$ cat src/rtl/usb_ep_pkg.sv
package usb_ep_pkg;

    localparam int EP_MAX_BANKS = 3;
    localparam int EP_PTR_W     = (EP_MAX_BANKS > 1) ? $clog2(EP_MAX_BANKS) : 1;
    localparam int EP_CNT_W     = $clog2(EP_MAX_BANKS + 1);
    localparam int EP_TOG_W     = 2;

    // Registered state of one endpoint
    typedef struct packed {
        logic [EP_PTR_W-1:0]     fw_ptr;      // bank firmware works on
        logic [EP_PTR_W-1:0]     eng_ptr;     // bank the engine works on
        logic [EP_CNT_W-1:0]     cnt;         // busy banks
        logic                    in_tog;      // next IN toggle (1 = DATA1)
        logic [EP_MAX_BANKS-1:0] out_tog;     // last OUT toggle per bank
        logic                    short_flag;
    } ep_state_t;

    localparam ep_state_t EP_STATE_RESET = '{
        fw_ptr:     '0,
        eng_ptr:    '0,
        cnt:        '0,
        in_tog:     1'b1,
        out_tog:    '1,
        short_flag: 1'b0
    };

endpackage

$ cat src/rtl/ep_ring_step.sv
module ep_ring_step
    import usb_ep_pkg::*;
(
    input  logic [EP_PTR_W-1:0] ptr_i,
    input  logic [EP_CNT_W-1:0] nbanks_i,
    output logic [EP_PTR_W-1:0] ptr_o
);

    logic [EP_CNT_W-1:0] after_d;

    always_comb begin
        after_d = EP_CNT_W'(ptr_i) + EP_CNT_W'(1);
        if (after_d >= nbanks_i) begin
            ptr_o = '0;
        end else begin
            ptr_o = ptr_i + EP_PTR_W'(1);
        end
    end

endmodule

$ cat src/rtl/ep_event_delay.sv
module ep_event_delay #(
    parameter int LAT = 2
) (
    input  logic clk,
    input  logic rst_n,
    input  logic evt_i,
    output logic busy_o,
    output logic evt_o
);

    localparam int STAGES = (LAT < 1) ? 1 : LAT;

    logic [STAGES-1:0] stg_d, stg_q;

    always_comb begin
        stg_d[0] = evt_i;
        for (int i = 1; i < STAGES; i++) begin
            stg_d[i] = stg_q[i-1];
        end
    end

    always_ff @(posedge clk) begin
        if (!rst_n) begin
            stg_q <= '0;
        end else begin
            stg_q <= stg_d;
        end
    end

    assign busy_o = |stg_q;
    assign evt_o  = stg_q[STAGES-1];

endmodule

$ cat src/rtl/usb_ep_bank_tracker.sv
module usb_ep_bank_tracker
    import usb_ep_pkg::*;
#(
    parameter int FW_LAT = 2
) (
    input  logic                clk,
    input  logic                rst_n,
    input  logic                cfg_dir_in,
    input  logic [EP_CNT_W-1:0] cfg_nbanks,
    input  logic                cfg_control,
    input  logic                busy_ie,
    input  logic                fw_bank_done,
    input  logic                eng_txn_done,
    input  logic                eng_ack,
    input  logic                eng_data1,
    input  logic                eng_short,
    input  logic                short_clr,
    output logic [EP_PTR_W-1:0] cur_bank,
    output logic [EP_CNT_W-1:0] busy_cnt,
    output logic [EP_TOG_W-1:0] dtseq,
    output logic                short_pkt,
    output logic                ep_irq
);

    localparam int N_PTRS = 2;   // 0: firmware side, 1: engine side

    ep_state_t           st_d, st_q;
    logic [EP_CNT_W-1:0] nb_eff;
    logic                fw_room, fw_acc, fw_pend, fw_fire;
    logic                eng_room, eng_acc;
    logic                cnt_up, cnt_dn;
    logic                tog_sel;
    logic [EP_PTR_W-1:0] ptr_cur [N_PTRS];
    logic [EP_PTR_W-1:0] ptr_nxt [N_PTRS];

    // Effective bank count: clamp to 1..EP_MAX_BANKS
    always_comb begin
        if (cfg_nbanks == '0) begin
            nb_eff = EP_CNT_W'(1);
        end else if (cfg_nbanks > EP_CNT_W'(EP_MAX_BANKS)) begin
            nb_eff = EP_CNT_W'(EP_MAX_BANKS);
        end else begin
            nb_eff = cfg_nbanks;
        end
    end

    assign ptr_cur[0] = st_q.fw_ptr;
    assign ptr_cur[1] = st_q.eng_ptr;

    generate
        for (genvar g = 0; g < N_PTRS; g++) begin : g_step
            ep_ring_step u_step (
                .ptr_i    (ptr_cur[g]),
                .nbanks_i (nb_eff),
                .ptr_o    (ptr_nxt[g])
            );
        end
    endgenerate

    // Firmware strobes travel through a fixed delay before they count
    ep_event_delay #(.LAT(FW_LAT)) u_fw_delay (
        .clk    (clk),
        .rst_n  (rst_n),
        .evt_i  (fw_acc),
        .busy_o (fw_pend),
        .evt_o  (fw_fire)
    );

    // Acceptance: firmware needs a free bank (IN) or a busy one (OUT);
    // the engine needs a busy bank and an ACK (IN) or a free bank (OUT)
    always_comb begin
        fw_room  = cfg_dir_in ? (st_q.cnt < nb_eff) : (st_q.cnt != '0);
        fw_acc   = rst_n & fw_bank_done & ~fw_pend & fw_room;
        eng_room = cfg_dir_in ? (eng_ack & (st_q.cnt != '0))
                              : (st_q.cnt < nb_eff);
        eng_acc  = rst_n & eng_txn_done & eng_room;
        cnt_up   = cfg_dir_in ? fw_fire : eng_acc;
        cnt_dn   = cfg_dir_in ? eng_acc : fw_fire;
    end

    // Next-state computation
    always_comb begin
        st_d = st_q;

        if (fw_fire) begin
            st_d.fw_ptr = ptr_nxt[0];
        end
        if (eng_acc) begin
            st_d.eng_ptr = ptr_nxt[1];
        end

        unique case ({cnt_up, cnt_dn})
            2'b10:   st_d.cnt = st_q.cnt + EP_CNT_W'(1);
            2'b01:   st_d.cnt = st_q.cnt - EP_CNT_W'(1);
            default: st_d.cnt = st_q.cnt;
        endcase

        if (eng_acc && cfg_dir_in) begin
            st_d.in_tog = ~st_q.in_tog;
        end

        if (eng_acc && !cfg_dir_in) begin
            for (int i = 0; i < EP_MAX_BANKS; i++) begin
                if (st_q.eng_ptr == EP_PTR_W'(i)) begin
                    st_d.out_tog[i] = eng_data1;
                end
            end
        end

        if (eng_acc && !cfg_dir_in && !cfg_control && eng_short) begin
            st_d.short_flag = 1'b1;
        end else if (short_clr) begin
            st_d.short_flag = 1'b0;
        end
    end

    always_ff @(posedge clk) begin
        if (!rst_n) begin
            st_q <= EP_STATE_RESET;
        end else begin
            st_q <= st_d;
        end
    end

    // Outputs
    always_comb begin
        tog_sel = 1'b0;
        for (int i = 0; i < EP_MAX_BANKS; i++) begin
            if (st_q.fw_ptr == EP_PTR_W'(i)) begin
                tog_sel = st_q.out_tog[i];
            end
        end
    end

    assign cur_bank  = st_q.fw_ptr;
    assign busy_cnt  = st_q.cnt;
    assign dtseq     = {{(EP_TOG_W-1){1'b0}}, (cfg_dir_in ? st_q.in_tog : tog_sel)};
    assign short_pkt = st_q.short_flag;
    assign ep_irq    = busy_ie & (cfg_dir_in ? (st_q.cnt == '0) : (st_q.cnt == nb_eff));

endmodule

$ cat config.mk
export PLATFORM = sky130hd
export DESIGN_NAME = usb_ep_bank_tracker
export DESIGN_NICKNAME = d
export VERILOG_FILES = /design/src/rtl/usb_ep_pkg.sv /design/src/rtl/ep_ring_step.sv /design/src/rtl/ep_event_delay.sv /design/src/rtl/usb_ep_bank_tracker.sv
export SDC_FILE = /design/constraint.sdc
export NUM_CORES = 1
export LEC_CHECK = 0
export ABC_AREA = 1
export BUFFER_PORTS_ARGS = -buffer_cell sky130_fd_sc_hd__clkbuf_2
export CAP_MARGIN = 20
export CORE_MARGIN = 1.5
export CORE_UTILIZATION = 53
export CTS_CLUSTER_SIZE = 30
export DETAILED_ROUTE_END_ITERATION = 8
export GPL_ROUTABILITY_DRIVEN = 1
export PLACE_DENSITY = 0.82
export SETUP_SLACK_MARGIN = 0.2
export SYNTH_ARGS = -nofsm -noshare
export SYNTH_HDL_FRONTEND = slang
export SYNTH_HIERARCHICAL = 1
export SYNTH_SLANG_ARGS = --single-unit
$ cat constraint.sdc
create_clock -name clk -period 2.5 [get_ports clk]
set_clock_uncertainty 0.05 [all_clocks]
set_input_delay 0.5 -clock clk [delete_from_list [all_inputs] [get_ports clk]]
set_output_delay 0.5 -clock clk [all_outputs]
set_load 0.005 [all_outputs]
# Word-level counts from Yosys, hierarchy flattened
# Index checks and enable logic that the tools add are counted.
# classes
addsub	4
n_lt_le_gt_ge	4
eq_ne	7
n_mux	16
bitwise	9
n_reduce_logical	17
# ops
operator	n
1-bit 2-to-1 mux	11
2-bit logical NOT	4
2-bit 2-to-1 mux	4
1-bit bitwise AND	7
2-bit by 1-bit adder with 2-bit output (second input constant)	3
2-bit by 1-bit equality test with 1-bit output (second input constant)	3
2-bit equality test (second input constant)	3
2-bit AND reduction	3
2-bit nonzero test	3
2-bit >= comparator	2
1-bit logical AND	4
2-bit one-hot mux with 2 select lines	1
2-bit equality test	1
2-bit > comparator (second input constant)	1
1-bit logical NOT	2
2-bit < comparator	1
1-bit NOT	2
2-bit OR reduction	1
2-bit by 1-bit subtractor with 2-bit output (second input constant)	1
# word_totals
reg_bits	13
in_bits	13
word_cells	66

# Longest topological paths before layout
# Gate-level depths: netlist of run 1.
# depth
depth_word	10
mapped_depth	15
mapped_depth_nobuf	15

# Modules after synthesis
# The synthesis of run 1 kept the hierarchy.
# by_module_without_submodules
mod	instances	cells_each	area_each_um2
usb_ep_bank_tracker	1	111	760.7
ep_ring_step	2	16	78.8
ep_event_delay	1	9	66.3

# Least setup slack after synthesis of run 1
# No wires, ideal clock.
# synth_path
kind	input port to flip-flop
from	input port cfg_nbanks[1]
to	register st_q (netlist bit busy_cnt[1])
setup_time_ns	0.116
arrival_time_ns	1.879
t_required_ns	2.334
path_slack_ns	0.455
stages	13
path_cell_list	inv_1 > or2_2 > ha_1 > inv_1 > nand2_1 > nand2_1 > nor3_2 > a21oi_1 > ha_1 > inv_1 > nand2_1 > o21ai_1 > a21oi_1
# synth_via
elab_chain_len	9
word_cells_on_any_way	13
cone_classes	2 x order compare; 2 x eq/ne; 6 x mux; 1 x bitwise; 2 x reduce/logical
# synth_lines
element	line	rtl
from (decl)	usb_ep_bank_tracker.sv:9	input logic [EP_CNT_W-1:0] cfg_nbanks,
2-bit > comparator	usb_ep_bank_tracker.sv:40	end else if (cfg_nbanks > EP_CNT_W'(EP_MAX_BANKS)) begin
2-bit 2-to-1 mux	usb_ep_bank_tracker.sv:40	
2-bit 2-to-1 mux *	usb_ep_bank_tracker.sv:38	if (cfg_nbanks == '0) begin
via nb_eff[0]	usb_ep_bank_tracker.sv:28	logic [EP_CNT_W-1:0] nb_eff;
2-bit < comparator *	usb_ep_bank_tracker.sv:75	: (st_q.cnt < nb_eff);
1-bit 2-to-1 mux *	usb_ep_bank_tracker.sv:74	eng_room = cfg_dir_in ? (eng_ack & (st_q.cnt != '0))
1-bit bitwise AND *	usb_ep_bank_tracker.sv:76	eng_acc = rst_n & eng_txn_done & eng_room;
1-bit 2-to-1 mux (on tied branches)	usb_ep_bank_tracker.sv:78, usb_ep_bank_tracker.sv:77	
2-bit by 1-bit equality test with 1-bit output / 2-bit equality test (equally long branches)	usb_ep_bank_tracker.sv:92	unique case ({cnt_up, cnt_dn})
2-bit one-hot mux with 2 select lines / 2-bit nonzero test (equally long branches)	--	
to (signal assigned)	usb_ep_bank_tracker.sv:121	st_q <= st_d;
to (decl)	usb_ep_bank_tracker.sv:27	ep_state_t st_d, st_q;
# The timed path passes the listed nets; every way through them passes the cells marked *.
# A chain may end at the register's enable or synchronous reset.

# Final worst setup path of run 1
# layout_path
from	input port cfg_nbanks[1]
to	output port ep_irq
# layout_via
elab_chain_len	6
word_cells_on_any_way	7
cone_classes	1 x order compare; 1 x eq/ne; 3 x mux; 1 x bitwise; 1 x reduce/logical
# layout_lines
element	line	rtl
2-bit > comparator	usb_ep_bank_tracker.sv:40	
2-bit 2-to-1 mux	usb_ep_bank_tracker.sv:40	
2-bit 2-to-1 mux *	usb_ep_bank_tracker.sv:38	
via nb_eff[0]	usb_ep_bank_tracker.sv:28	
2-bit equality test *	usb_ep_bank_tracker.sv:139	assign ep_irq = busy_ie & (cfg_dir_in ? (st_q.cnt == '0) : (st_q.cnt == nb_eff));
1-bit 2-to-1 mux *	usb_ep_bank_tracker.sv:139	
1-bit bitwise AND *	usb_ep_bank_tracker.sv:139	
to (decl)	usb_ep_bank_tracker.sv:22	output logic ep_irq
# Marks and branches as above.

==> results.md, run 1 <==
- The cell area after technology mapping is 984.7 um^2.
- Prior to clock tree synthesis, the placed netlist has a worst setup slack of 0.1981 ns.
- The number of levels in the clock H-tree is 1.
- The final number of hold-violating endpoints came to 0.
- The power density relative to cell area is 441.3 mW/mm^2.
- For this design the static power due to leakage is 0.5985 nW.
- By startpoint and endpoint, the worst setup path is classified as primary input to output port.
- After detailed routing, the number of vias per cell comes to 4.833.
- For this block, the via count after detailed routing is 928.
- Setup repair after global routing left no endpoint under its margin.
- The initial DRC count is 21.
- In this run the deepest clock path goes through 2 buffers.
- The die extent in x is 46.11 um.
- Once detail routing completed, the nets flagged for antenna violations numbered 0.
- The launching element type of the critical path is a primary input.
- The total iterations of the first detailed-routing run is 4.
- The maximum number of pins on one net before global-route repair is 16.
- The synthesized net count is 172.
- The post-synthesis cell count is 152.
- The routed length per placed instance is 9.875 um.
- Clock tree synthesis inserted a total of 3 buffers.
- 21 I/O pins were placed.
- The number of setup violations in the final report is 0.
- The number of gates resized after CTS was 0.
- The count of antenna diodes in the layout is 0.
- The total wire length is 1.896 mm.
- The element type at the critical path end is an output port.
- The number of cells on the worst reg-to-reg path is 12.
- The maximum fanout along the worst path is 3.
- The die area is 0.002126 mm^2.
- The global-route usage over all layers is 22.11%.
- Once detailed placement completed, the half-perimeter wirelength came to 1.559 mm.
- The number of global-route vias before repair is 842.
- The routability congestion estimate is 0.8385.
- TritonCTS built the clock tree.
- The number of enable-type register cells in the synthesized netlist is 0.
- The hold-critical path depth is 2.
- The root buffer selected by CTS is sky130_fd_sc_hd__clkbuf_4.
- The filler cells instantiated in the layout total 165.
- The sequential fraction of the synthesis area is 26.43%.
- At the worst endpoint, the required time is 1.95 ns.
- The max-slew violation total from the final report came to 0.
- The final period demand of the worst path is 2.162 ns.
- After detailed routing, the number of remaining DRC violations is 0.
- The area overhead of the layout relative to synthesis is 9.784%.
- After clock tree synthesis, the clock-pin slew on the worst setup and hold paths is 0.08 ns.
- Summed over all failing endpoints, the final setup total negative slack is 0 ns.
- The total area inside the core boundary comes to 0.001727 mm^2.
- For this run, the number of Yosys warnings is 6.
- The predominant post-synthesis flop cell is sky130_fd_sc_hd__dfxtp_1.
- Buffers added to address setup during post-CTS repair amount to 0.
- The share of flip-flops with an asynchronous set or reset is 0%.
- Averaged over all synthesized cells, the footprint is 6.478 um^2.
- The first global-routing pass estimated 3.298 mm of wire.
- The class of the worst hold path is register to register.
- The arrival time at the worst endpoint is 1.61 ns.
- The number of placement rows is 15.
- The final global-route overflow total is 0.
- For this design, the sink count on the clock tree is 13.
- Of the available clock period, the critical path in the final layout requires 86.46%.
- The insertion delay to the later sink of the worst-skew pair is 0.29 ns.
- The run finished with clean final reports.
- The worst voltage drop across the vdd grid is 376.6 uV.
- The quantity of hold-fixing buffers added after cts is 0.
- The final layout contains 188 nets.
- The distinct cell type count of the synthesized netlist is 27.
- The initial utilization of the core area, before any placement, comes to 57.03%.
- The fraction of final layout cells sized beyond drive strength 1 is 20.96%.
- The final setup slack of the worst path is 0.3384 ns.
- In this run, synthesis produced a sequential element count of 13.
- The floorplan die height is 46.11 um.
- The initial antenna violation count is 0.
- Across the run, the number of max-cap violations was 0.
- The count of input and output buffers is 19.
- Based on the critical path, the design can be clocked at up to 462.6 MHz.
state kept, by name, summed over array words and instances, names as in the netlist:
name	flops
busy_cnt	2
short_pkt	1
u_fw_delay/stg_q	2
ptr_cur	2
cur_bank	2
st_q	4
cell type report:
| cell class | count | area, um^2 | area share, % |
|---|---|---|---|
| Multi-Input combinational cell | 96 | 533.0 | 49.31 |
| Tap cell | 25 | 31.28 | 2.894 |
| Sequential cell | 13 | 260.3 | 24.07 |
| Inverter | 35 | 133.9 | 12.38 |
| Clock buffer | 3 | 22.52 | 2.083 |
| Clock inverter | 1 | 5.005 | 0.4630 |
| Timing Repair Buffer | 19 | 95.09 | 8.796 |
report_power, final:
part | internal [mW] | total [mW] | switching, mW
logic | 0.0484 | 0.119 | 0.0710
clock network | 0.0595 | 0.131 | 0.0717
registers | 0.216 | 0.226 | 0.0108
per-layer routing:
layer	share of wire [%]	global-route usage, %	vias up
met3	3.9	5.882	6
li1	-	-	492
met1	43	24.82	413
met4	3.0	12.57	0
met5	0	0	-
met2	50	37.22	17
path summary, 6_finish.rpt:
check	to	start	slack (ns)
hold reg to reg	u_fw_delay/stg_q[1]$_SDFF_PN0_	u_fw_delay/stg_q[0]$_SDFF_PN0_	0.38
hold / removal	u_fw_delay/stg_q[1]$_SDFF_PN0_	u_fw_delay/stg_q[0]$_SDFF_PN0_	0.38
setup reg to reg	busy_cnt[1]$_SDFFE_PN0P_	busy_cnt[1]$_SDFFE_PN0P_	0.54
setup / recovery	ep_irq	cfg_nbanks[1]	0.34
logic make-up (layout without fill, tap and decap cells):
group                    Yosys count  count (layout)  share of synthesized area, %
flip-flops                        13              13                         26.43
buffers and inverters             43              58                         19.44
AO/OA/AOI/OAI                     18              18                         9.530
adder cells (fa/ha/maj)            7               7                         8.894
other                              1               1                        0.3808
AND/OR/NAND/NOR                   70              70                         35.32
through the flow:
stage / cells / cell area (um^2) / util, % / hold WS (ns) / power, mW
global route: 192 / 1081 / 62.61 / 0.4405 / 0.5138
CTS: 192 / 1081 / 62.61 / 0.3904 / 0.4814
global placement: 188 / 1054 / 61.01 / 0.3619 / 0.3455
finish: 192 / 1081 / 62.61 / 0.3837 / 0.4771
floorplan: 152 / 984.7 / - / 0.3571 / 0.3249
detailed placement: 188 / 1054 / 61.01 / 0.3777 / 0.3507
cells in the final DEF (no fill, tap or decap):
cell                       netlist  final
sky130_fd_sc_hd__a21oi_1         7      7
sky130_fd_sc_hd__a31oi_1         1      1
sky130_fd_sc_hd__clkbuf_2        0     19
sky130_fd_sc_hd__clkbuf_4        0      3
sky130_fd_sc_hd__clkinv_1        1      1
sky130_fd_sc_hd__clkinv_2        0      1
sky130_fd_sc_hd__conb_1          1      1
sky130_fd_sc_hd__dfxtp_1        13     13
sky130_fd_sc_hd__ha_1            7      7
sky130_fd_sc_hd__inv_1          29     29
sky130_fd_sc_hd__inv_2           4      4
sky130_fd_sc_hd__inv_4           1      1
sky130_fd_sc_hd__nand2_1        29     29
sky130_fd_sc_hd__nand2_2         1      1
sky130_fd_sc_hd__nand2_4         1      1
sky130_fd_sc_hd__nand3_1         9      9
sky130_fd_sc_hd__nand3b_1        3      3
sky130_fd_sc_hd__nand4_2         1      1
sky130_fd_sc_hd__nor2_1         21     21
sky130_fd_sc_hd__nor2_8          2      2
sky130_fd_sc_hd__nor3_2          1      1
sky130_fd_sc_hd__nor4_1          1      1
sky130_fd_sc_hd__o21a_1          1      1
sky130_fd_sc_hd__o21ai_0         2      2
sky130_fd_sc_hd__o21ai_1         7      7
sky130_fd_sc_hd__or2_2           1      1
cells in the mapped netlist, types with 2 or more instances:
| cell | n | share of area, % |
|---|---|---|
| sky130_fd_sc_hd__inv_2 | 4 | 1.5 |
| sky130_fd_sc_hd__nor2_1 | 21 | 8.0 |
| sky130_fd_sc_hd__o21ai_1 | 7 | 3.6 |
| sky130_fd_sc_hd__nand3_1 | 9 | 4.6 |
| sky130_fd_sc_hd__nor2_8 | 2 | 4.1 |
| sky130_fd_sc_hd__a21oi_1 | 7 | 3.6 |
| sky130_fd_sc_hd__ha_1 | 7 | 8.9 |
| sky130_fd_sc_hd__o21ai_0 | 2 | 1.0 |
| sky130_fd_sc_hd__inv_1 | 29 | 11 |
| sky130_fd_sc_hd__nand2_1 | 29 | 11 |
| sky130_fd_sc_hd__nand3b_1 | 3 | 2.3 |
| sky130_fd_sc_hd__dfxtp_1 | 13 | 26 |
| sky130_fd_sc_hd__buf_4 | 5 | 3.8 |
worst max-delay path, stage by stage:
cell and delay, ns:
sky130_fd_sc_hd__clkbuf_2 0.10, sky130_fd_sc_hd__inv_1 0.05, sky130_fd_sc_hd__or2_2 0.30, sky130_fd_sc_hd__ha_1 0.28, sky130_fd_sc_hd__nand2_1 0.07, sky130_fd_sc_hd__nor2_1 0.03
sky130_fd_sc_hd__o21a_1 0.18, sky130_fd_sc_hd__clkbuf_2 0.10
Power figures use the tool's default switching activity.
==> run 2, diff against run 1 <==
--- a/config.mk
+++ b/config.mk
@@ -9,13 +9,12 @@
 export BUFFER_PORTS_ARGS = -buffer_cell sky130_fd_sc_hd__clkbuf_2
 export CAP_MARGIN = 20
 export CORE_MARGIN = 1.5
-export CORE_UTILIZATION = 53
+export CORE_UTILIZATION = 52
 export CTS_CLUSTER_SIZE = 30
 export DETAILED_ROUTE_END_ITERATION = 8
 export GPL_ROUTABILITY_DRIVEN = 1
-export PLACE_DENSITY = 0.82
+export PLACE_DENSITY = 0.81
 export SETUP_SLACK_MARGIN = 0.2
 export SYNTH_ARGS = -nofsm -noshare
 export SYNTH_HDL_FRONTEND = slang
-export SYNTH_HIERARCHICAL = 1
 export SYNTH_SLANG_ARGS = --single-unit
==> constraint.sdc (replaced) <==
create_clock -name clk -period 2.2 [get_ports clk]
set_clock_uncertainty 0.05 [all_clocks]
set_input_delay 0.44 -clock clk [delete_from_list [all_inputs] [get_ports clk]]
set_output_delay 0.44 -clock clk [all_outputs]
set_load 0.005 [all_outputs]
==> results.md, run 2 <==
- The utilization of the core after routing is 64.54% (+1.9 points).
- The final period demand of the worst path is 1.927 ns.
- The number of global-route vias before repair is 814 (-3.3%).
- Walking the worst path, the cells encountered are clkbuf_2 -> inv_2 -> or2_4 -> ha_4 -> nand2_1 -> nor2_1 -> o21a_1 -> clkbuf_2.
- The synthesized net count is 160 (-7.0%).
- The flip-flop count of the largest register after layout was 4 (unchanged).
- The count of antenna diodes in the layout is 0 (unchanged).
- The final number of hold-violating endpoints is 0 (unchanged).
- The die extent in x is 45.51 um (-1.3%).
- The total wire length came to 2.133 mm (+13%).
- The cell area after technology mapping is 939.7 um^2 (-4.6%).
- The predominant post-synthesis flop cell is sky130_fd_sc_hd__dfxtp_1.
- The total area of multi-input combinational cells is 578.1 um^2 (+8.5%).
- The number of nets in the layout was 179 (-4.8%).
- The via count came to 917 (-1.2%).
- The commonest cells after synthesis are sky130_fd_sc_hd__inv_1 (23), sky130_fd_sc_hd__nand2_1 (23), sky130_fd_sc_hd__dfxtp_1 (13), sky130_fd_sc_hd__ha_1 (13), sky130_fd_sc_hd__nand3_1 (12).
- The critical path is of the primary input to output port type.
- The flip-flop and latch count after synthesis came to 13 (unchanged).
- The most common cell after layout, fill and taps aside is sky130_fd_sc_hd__nand2_1.
- The number of design rule violations left after detail routing is 0 (unchanged).
- The die area was 0.002071 mm^2 (-2.6%).
- The quantity of hold-fixing buffers added after cts is 0 (unchanged).
- The critical path data required time is 1.71 ns (-0.24 ns).
- The max-slew violation total from the final report came to 0 (unchanged).
- The cell at the slowest stage of the critical path is sky130_fd_sc_hd__ha_4.
- The largest stage delay on the critical path is 0.26 ns (-0.04 ns).
- The number of placement rows is 15 (unchanged).
- The global routing met2 resource utilization came to 38.59% (+1.4 points).
- The post-placement cell count was 173 (-8.0%).
- CTS placed an instance of sky130_fd_sc_hd__clkbuf_4 at the clock tree root.
- The count of fill cells added during filler insertion is 161 (-2.4%).
- The number of buffer and inverter instances along the worst setup path is 3 (unchanged).
- The global-route wire length before repair came to 3.298 mm (unchanged).
- The share of flip-flops with an asynchronous set or reset was 0% (unchanged).
- The clock slew seen by the registers of the worst setup and hold paths is 0.09 ns (about the same).
- The count of input and output buffers is 19 (unchanged).
- The floorplan die height is 45.51 um (-1.3%).
- The biggest area contributor in the post-synthesis netlist is sky130_fd_sc_hd__dfxtp_1.
- Static timing analysis puts the maximum clock frequency at 519.1 MHz.
- The post-synthesis average cell area came to 7.012 um^2 (+8.2%).
- The number of buffers inserted during clock tree synthesis was 3 (unchanged).
- The worst hold slack after final layout was 0.3925 ns (+0.008820 ns).
- The number of top-level design ports is 21 (unchanged).
- The flow ran to the end, and the final reports show no timing, DRC or antenna violations.
- The post-synthesis cell count came to 134 (-12%).
- The number of levels in the clock H-tree is 1 (unchanged).
- The most common cell type on the critical path is sky130_fd_sc_hd__clkbuf_2.
- The routed via count divided by cell count was 5.181 (+7.2%).
- The register ranked first by flip-flop count is st_q.
- The worst voltage drop across the vdd grid is 294.3 uV (-22%).
- The number of warnings printed during yosys synthesis came to 0 (-6).
- The initial DRC count is 24 (+14%).
- The family with the most delay on the worst path is simple AND/OR/NAND/NOR gates.
- The most crowded layer after global routing is met2.
- The detailed placer's ending HPWL came to 1.664 mm (+6.7%).
- The fraction of final layout cells sized beyond drive strength 1 came to 27.63% (+6.7 points).
- The number of violations of the max-capacitance limit is 0 (unchanged).
- The number of enable-type register cells in the synthesized netlist is 0 (unchanged).
- The top-area cell type share of the netlist area is 27.70% (+1.3 points).
- The combined flip-flop and latch cell area is 264.0 um^2 (+1.4%).
- The worst setup path is launched from a primary input.
- Setup repair after global routing left no endpoint under its margin.
- By area the synthesized netlist is led by sky130_fd_sc_hd__dfxtp_1 (28%), sky130_fd_sc_hd__ha_1 (17%), sky130_fd_sc_hd__inv_1 (9.2%), sky130_fd_sc_hd__nand2_1 (9.2%), sky130_fd_sc_hd__nand3_1 (6.4%).
- The routability congestion estimate is 0.8532 (+1.8%).
- The number of setup violations in the final report is 0 (unchanged).
- The arrival time at the worst endpoint came to 1.44 ns (-0.17 ns).
- The met1 layer usage reported by global route was 27.64% (+2.8 points).
- The sequential fraction of the synthesis area is 27.70% (+1.3 points).
- The final cycle utilization of the critical path is 87.57%.
- The distinct cell type count of the synthesized netlist came to 22 (-19%).
- In the layout the commonest cells are sky130_fd_sc_hd__nand2_1 (22), sky130_fd_sc_hd__inv_1 (20), sky130_fd_sc_hd__clkbuf_2 (19).
- The routed length per placed instance came to 12.05 um (+22%).
- The worst setup path is captured at an output port.
- Compared with the post-synthesis result, the final layout area differs by 17.31%.
- The core region area is 0.001708 mm^2 (-1.1%).
- The class of the worst hold path is primary input to register.
- The maximum number of pins on one net before global-route repair is 13 (-3).
- The leakage power was 0.5430 nW (-9.3%).
- The power density relative to cell area is 504.5 mW/mm^2 (+14%).
- The starting density of the core is 55.02% (-2.0 points).
- The insertion delay to the later sink of the worst-skew pair was 0.28 ns (about the same).
- The met3 global-route usage is 3.571% (-2.3 points).
- The final global-route overflow total is 0 (unchanged).
- The number of buffers on the longest clock path is 2 (unchanged).
- The residual antenna-violating net count after detailed routing is 0 (unchanged).
- TritonCTS built the clock tree.
- The final instance count without filler cells is 177 (-7.8%).
- The TritonCTS sink count is 13 (unchanged).
- The initial antenna violation count is 0 (unchanged).
- The global-route usage over all layers is 22.31% (+0.21 points).
- The maximum fanout along the worst path is 4 (+1).
- The total iterations of the first detailed-routing run is 4 (unchanged).
==> run 2: routing by layer <==
| metal | wire length (um) | up-vias |
|---|---|---|
| met3 | 114 | 8 |
| met4 | 44 | 0 |
| met2 | 1087 | 38 |
| met1 | 887 | 409 |
| met5 | 0 | - |
| li1 | - | 462 |
==> run 2: logic make-up after synthesis <==
kind of cell / Yosys count / synth area share, %
AND/OR/NAND/NOR: 57 / 28.50
buffers and inverters: 31 / 14.78
AO/OA/AOI/OAI: 18 / 10.39
adder cells (fa/ha/maj): 13 / 17.31
flip-flops: 13 / 27.70
XOR/XNOR: 1 / 0.9323
other: 1 / 0.3991
==> run 2: final timing paths <==
path	start	endpoint	slack, ns	depth (start not counted)
setup / recovery	cfg_nbanks[1]	ep_irq	0.27	8
hold / removal	fw_bank_done	u_fw_delay.stg_q[0]$_SDFF_PN0_	0.39	3
setup reg to reg	busy_cnt[1]$_SDFFE_PN0P_	busy_cnt[1]$_SDFFE_PN0P_	0.31	9
hold reg to reg	u_fw_delay.stg_q[0]$_SDFF_PN0_	u_fw_delay.stg_q[1]$_SDFF_PN0_	0.40	2
==> run 2: layout make-up <==
cell class              count  share of cell area (%)
clock buffers               3                   2.043
clock inverters             1                  0.4540
inverters                  24                   8.286
multi-input cells          90                   52.44
flip-flops and latches     13                   23.95
well taps                  25                   2.838
repair buffers             21                   9.989
==> run 2: what timing repair did <==
item                       4_1_cts  5_1_grt
gates resized for setup          0       11
buffers inserted                 0        0
setup endpoints to repair        0        4
==> run 2: per-stage QoR <==
stage / area [um^2] / setup WS [ns] / TNS (ns) / power, mW
5_1_grt: 1102 / 0.2048 / 0 / 0.5872
4_1_cts: 1069 / 0.2144 / 0 / 0.5434
3_5_place_dp: 1041 / -0.01257 / -0.01257 / 0.3966
6_report: 1102 / 0.2734 / 0 / 0.5561
2_1_floorplan: 947.2 / 0.2113 / 0 / 0.3591
3_3_place_gp: 1041 / 0.05832 / 0 / 0.3896
==> run 2: power by group <==
part | internal, mW | switching (mW)
Combinational | 0.0596 | 0.0876
Sequential | 0.247 | 0.0117
Clock | 0.0674 | 0.0834
==> run 2: tightest hold or removal path, stage by stage <==
cell                       delay [ns]
sky130_fd_sc_hd__clkbuf_2        0.09
sky130_fd_sc_hd__nand3_1         0.09
sky130_fd_sc_hd__a211oi_1        0.05
==> run 3, diff against run 2 <==
==> constraint.sdc (replaced) <==
create_clock -name clk -period 2.2 [get_ports clk]
set_clock_uncertainty 0.05 [all_clocks]
set_input_delay 0.11 -clock clk [delete_from_list [all_inputs] [get_ports clk]]
set_output_delay 0.11 -clock clk [all_outputs]
set_load 0.005 [all_outputs]
==> results.md, run 3 (synthesis results as in run 2) <==
- The internal power consumption is 0.3731 mW (-0.12%).
- The type of the setup path with the least slack is register to register.
- The area overhead of the layout relative to synthesis is 15.85%.
- The share of total power consumed by net switching is 32.06% (-0.77 points).
- The global-route usage over all layers is 23.88% (+1.6 points).
- The run finished with clean final reports.
- The initial antenna violation count is 0 (unchanged).
- The number of buffers inserted during clock tree synthesis is 3 (unchanged).
- The clock share of power is 27.4% (+0.3 points).
- The number of top-level design ports is 21 (unchanged).
- Traced cell by cell, the critical path runs through inv_1 -> ha_1 -> inv_1 -> nand2_2 -> nand2_2 -> nor3_4 -> a21oi_1 -> ha_1 -> inv_1 -> nand2_1 -> o21ai_0 -> nor2_1.
- The combinational cell fraction of total power is 25.5% (-1.0 points).
- The insertion delay to the later sink of the worst-skew pair is 0.28 ns (about the same).
- The final number of hold-violating endpoints is 0 (unchanged).
- The number of violations of the max-capacitance limit was 0 (unchanged).
- The number of setup violations in the final report came to 0 (unchanged).
- The number of placement rows is 15 (unchanged).
- The root buffer selected by CTS is sky130_fd_sc_hd__clkbuf_4.
- The sum of negative setup slack was 0 ns (unchanged).
- The routability congestion estimate is 0.9001 (+5.5%).
- The final period demand of the worst path is 1.880 ns (-0.04698 ns).
- The detailed placer's ending HPWL came to 1.680 mm (+0.97%).
- Setup repair after global routing left no endpoint under its margin.
- The die area was 0.002071 mm^2 (unchanged).
- Leaving out fill and tap cells, the most frequent cell in the layout is sky130_fd_sc_hd__inv_1.
- The maximum fanout along the worst path was 5 (+1).
- The sequential power share is 47.1% (+0.7 points).
- The worst setup path is launched from a register.
- The timing-limited maximum frequency is 532.0 MHz (+2.5%).
- The critical path data required time is 2.31 ns (+0.60 ns).
- On the critical path the largest part of the delay comes from simple AND/OR/NAND/NOR gates.
- The power density relative to cell area is 504.5 mW/mm^2 (about the same).
- The initial DRC count is 33 (+38%).
- The leakage power is 0.5358 nW (-1.3%).
- The flip-flop count of the largest register after layout came to 4 (unchanged).
- The total wire length is 2.113 mm (-0.94%).
- The starting density of the core is 55.02% (unchanged).
- The final cycle utilization of the critical path is 85.44% (-2.1 points).
- Leaving out fill and tap cells, the most frequent cells in the layout are sky130_fd_sc_hd__inv_1 (23), sky130_fd_sc_hd__nand2_1 (21), sky130_fd_sc_hd__clkbuf_2 (19).
- The via count was 909 (-0.87%).
- The TritonCTS sink count is 13 (unchanged).
- The arrival time at the worst endpoint is 1.99 ns (+0.55 ns).
- The final global-route overflow total came to 0 (unchanged).
- The met3 global-route usage is 3.968% (+0.40 points).
- The number of levels in the clock H-tree is 1 (unchanged).
- The routed length per placed instance is 12.01 um (-0.37%).
- The worst setup path is captured at a register.
- The global-route wire length before repair came to 3.560 mm (+7.9%).
- The min-delay analysis places its worst path in the category primary input to register.
- The total iterations of the first detailed-routing run is 4 (unchanged).
- The cell at the slowest stage of the critical path is sky130_fd_sc_hd__dfxtp_4.
- The largest stage delay on the critical path is 0.37 ns (+0.11 ns).
- The count of antenna diodes in the layout is 0 (unchanged).
- The utilization of the core after routing came to 63.74% (-0.81 points).
- In this design, the critical path's most frequently occurring cell is sky130_fd_sc_hd__inv_1.
- The fraction of final layout cells sized beyond drive strength 1 was 23.18% (-4.5 points).
- The most crowded layer after global routing is met2.
- TritonCTS built the clock tree.
- The routed via count divided by cell count is 5.165 (-0.31%).
- The count of input and output buffers came to 19 (unchanged).
- The switching power is 0.1760 mW (-3.6%).
- The residual antenna-violating net count after detailed routing was 0 (unchanged).
- The maximum number of pins on one net before global-route repair is 14 (+1).
- The die extent in x is 45.51 um (unchanged).
- The number of buffer and inverter instances along the worst setup path is 3 (unchanged).
- The quantity of hold-fixing buffers added after cts was 0 (unchanged).
- The core region area is 0.001708 mm^2 (unchanged).
- More flip-flops sit in one register than any other, and that register is st_q.
- The worst voltage drop across the vdd grid is 406.0 uV (+38%).
- The floorplan die height is 45.51 um (unchanged).
- The number of design rule violations left after detail routing is 0 (unchanged).
- The clock slew seen by the registers of the worst setup and hold paths is 0.07 ns (-0.02 ns).
- The number of nets in the layout came to 178 (-0.56%).
- The global routing met2 resource utilization is 39.15% (+0.56 points).
- The max-slew violation total from the final report was 0 (unchanged).
- The number of buffers on the longest clock path is 2 (unchanged).
- The number of global-route vias before repair is 860 (+5.7%).
- The met1 layer usage reported by global route is 29.93% (+2.3 points).
run 3: cell count changes in the layout (fill, tap and decap cells not counted), sizes merged:
cell,delta
buf,-1
clkbuf,+1
clkinv,-1
run 3: layout make-up:
cell class | instances | area, um^2
flip-flops and latches | 13 | 265.3
fillers | 147 | 619.3
clock buffers | 4 | 26.28
inverters | 24 | 91.34
repair buffers | 20 | 102.6
well taps | 25 | 31.28
multi-input cells | 90 | 571.8
run 3: repair_timing:
item | 4_1_cts | 5_1_grt
gates cloned | 0 | 0
endpoints found under the setup margin | 1 | 2
setup buffers | 1 | 0
resized for setup | 1 | 7
pin swaps | 1 | 0
run 3: worst register-to-register path, cell delays in order (launching register included):
cell	delay, ns
sky130_fd_sc_hd__dfxtp_4	0.37
sky130_fd_sc_hd__inv_1	0.10
sky130_fd_sc_hd__ha_1	0.15
sky130_fd_sc_hd__inv_1	0.05
sky130_fd_sc_hd__nand2_2	0.07
sky130_fd_sc_hd__nand2_2	0.09
sky130_fd_sc_hd__nor3_4	0.19
sky130_fd_sc_hd__a21oi_1	0.06
sky130_fd_sc_hd__ha_1	0.28
sky130_fd_sc_hd__inv_1	0.11
sky130_fd_sc_hd__nand2_1	0.06
sky130_fd_sc_hd__o21ai_0	0.14
sky130_fd_sc_hd__nor2_1	0.06
run 3: routing by layer:
layer	up-vias	routed length, um
met4	0	48
met5	-	0
met1	412	872
li1	459	-
met2	32	1089
met3	6	102
run 3: power by group through the flow:
stage	registers (mW)	clock network [mW]	logic, mW
2_1_floorplan	0.259	0	0.0975
3_3_place_gp	0.261	0	0.122
3_5_place_dp	0.262	0	0.128
4_1_cts	0.257	0.151	0.132
5_1_grt	0.261	0.165	0.161
6_report	0.259	0.150	0.140
run 3: final timing paths:
check / from / end / slack (ns) / depth (start not counted)
hold reg to reg: u_fw_delay.stg_q[0]$_SDFF_PN0_ / u_fw_delay.stg_q[1]$_SDFF_PN0_ / 0.39 / 2
hold / removal: fw_bank_done / u_fw_delay.stg_q[0]$_SDFF_PN0_ / 0.03 / 3
setup / recovery: busy_cnt[0]$_SDFFE_PN0P_ / busy_cnt[1]$_SDFFE_PN0P_ / 0.32 / 12
setup reg to reg: busy_cnt[0]$_SDFFE_PN0P_ / busy_cnt[1]$_SDFFE_PN0P_ / 0.32 / 12
run 3: per-stage QoR:
stage | cell area, um^2 | worst slack, ns | instances | hold slack (ns) | power, mW
after global routing | 1089 | 0.1713 | 176 | 0.02172 | 0.5868
after detailed placement | 1018 | 0.1909 | 171 | 0.3174 | 0.3903
final | 1089 | 0.3204 | 176 | 0.02911 | 0.5491
after global placement | 1018 | 0.2923 | 171 | 0.3261 | 0.3837
after floorplan | 939.7 | 0.4279 | 134 | 0.1984 | 0.3563
after CTS | 1059 | 0.2062 | 176 | 0.02783 | 0.5396
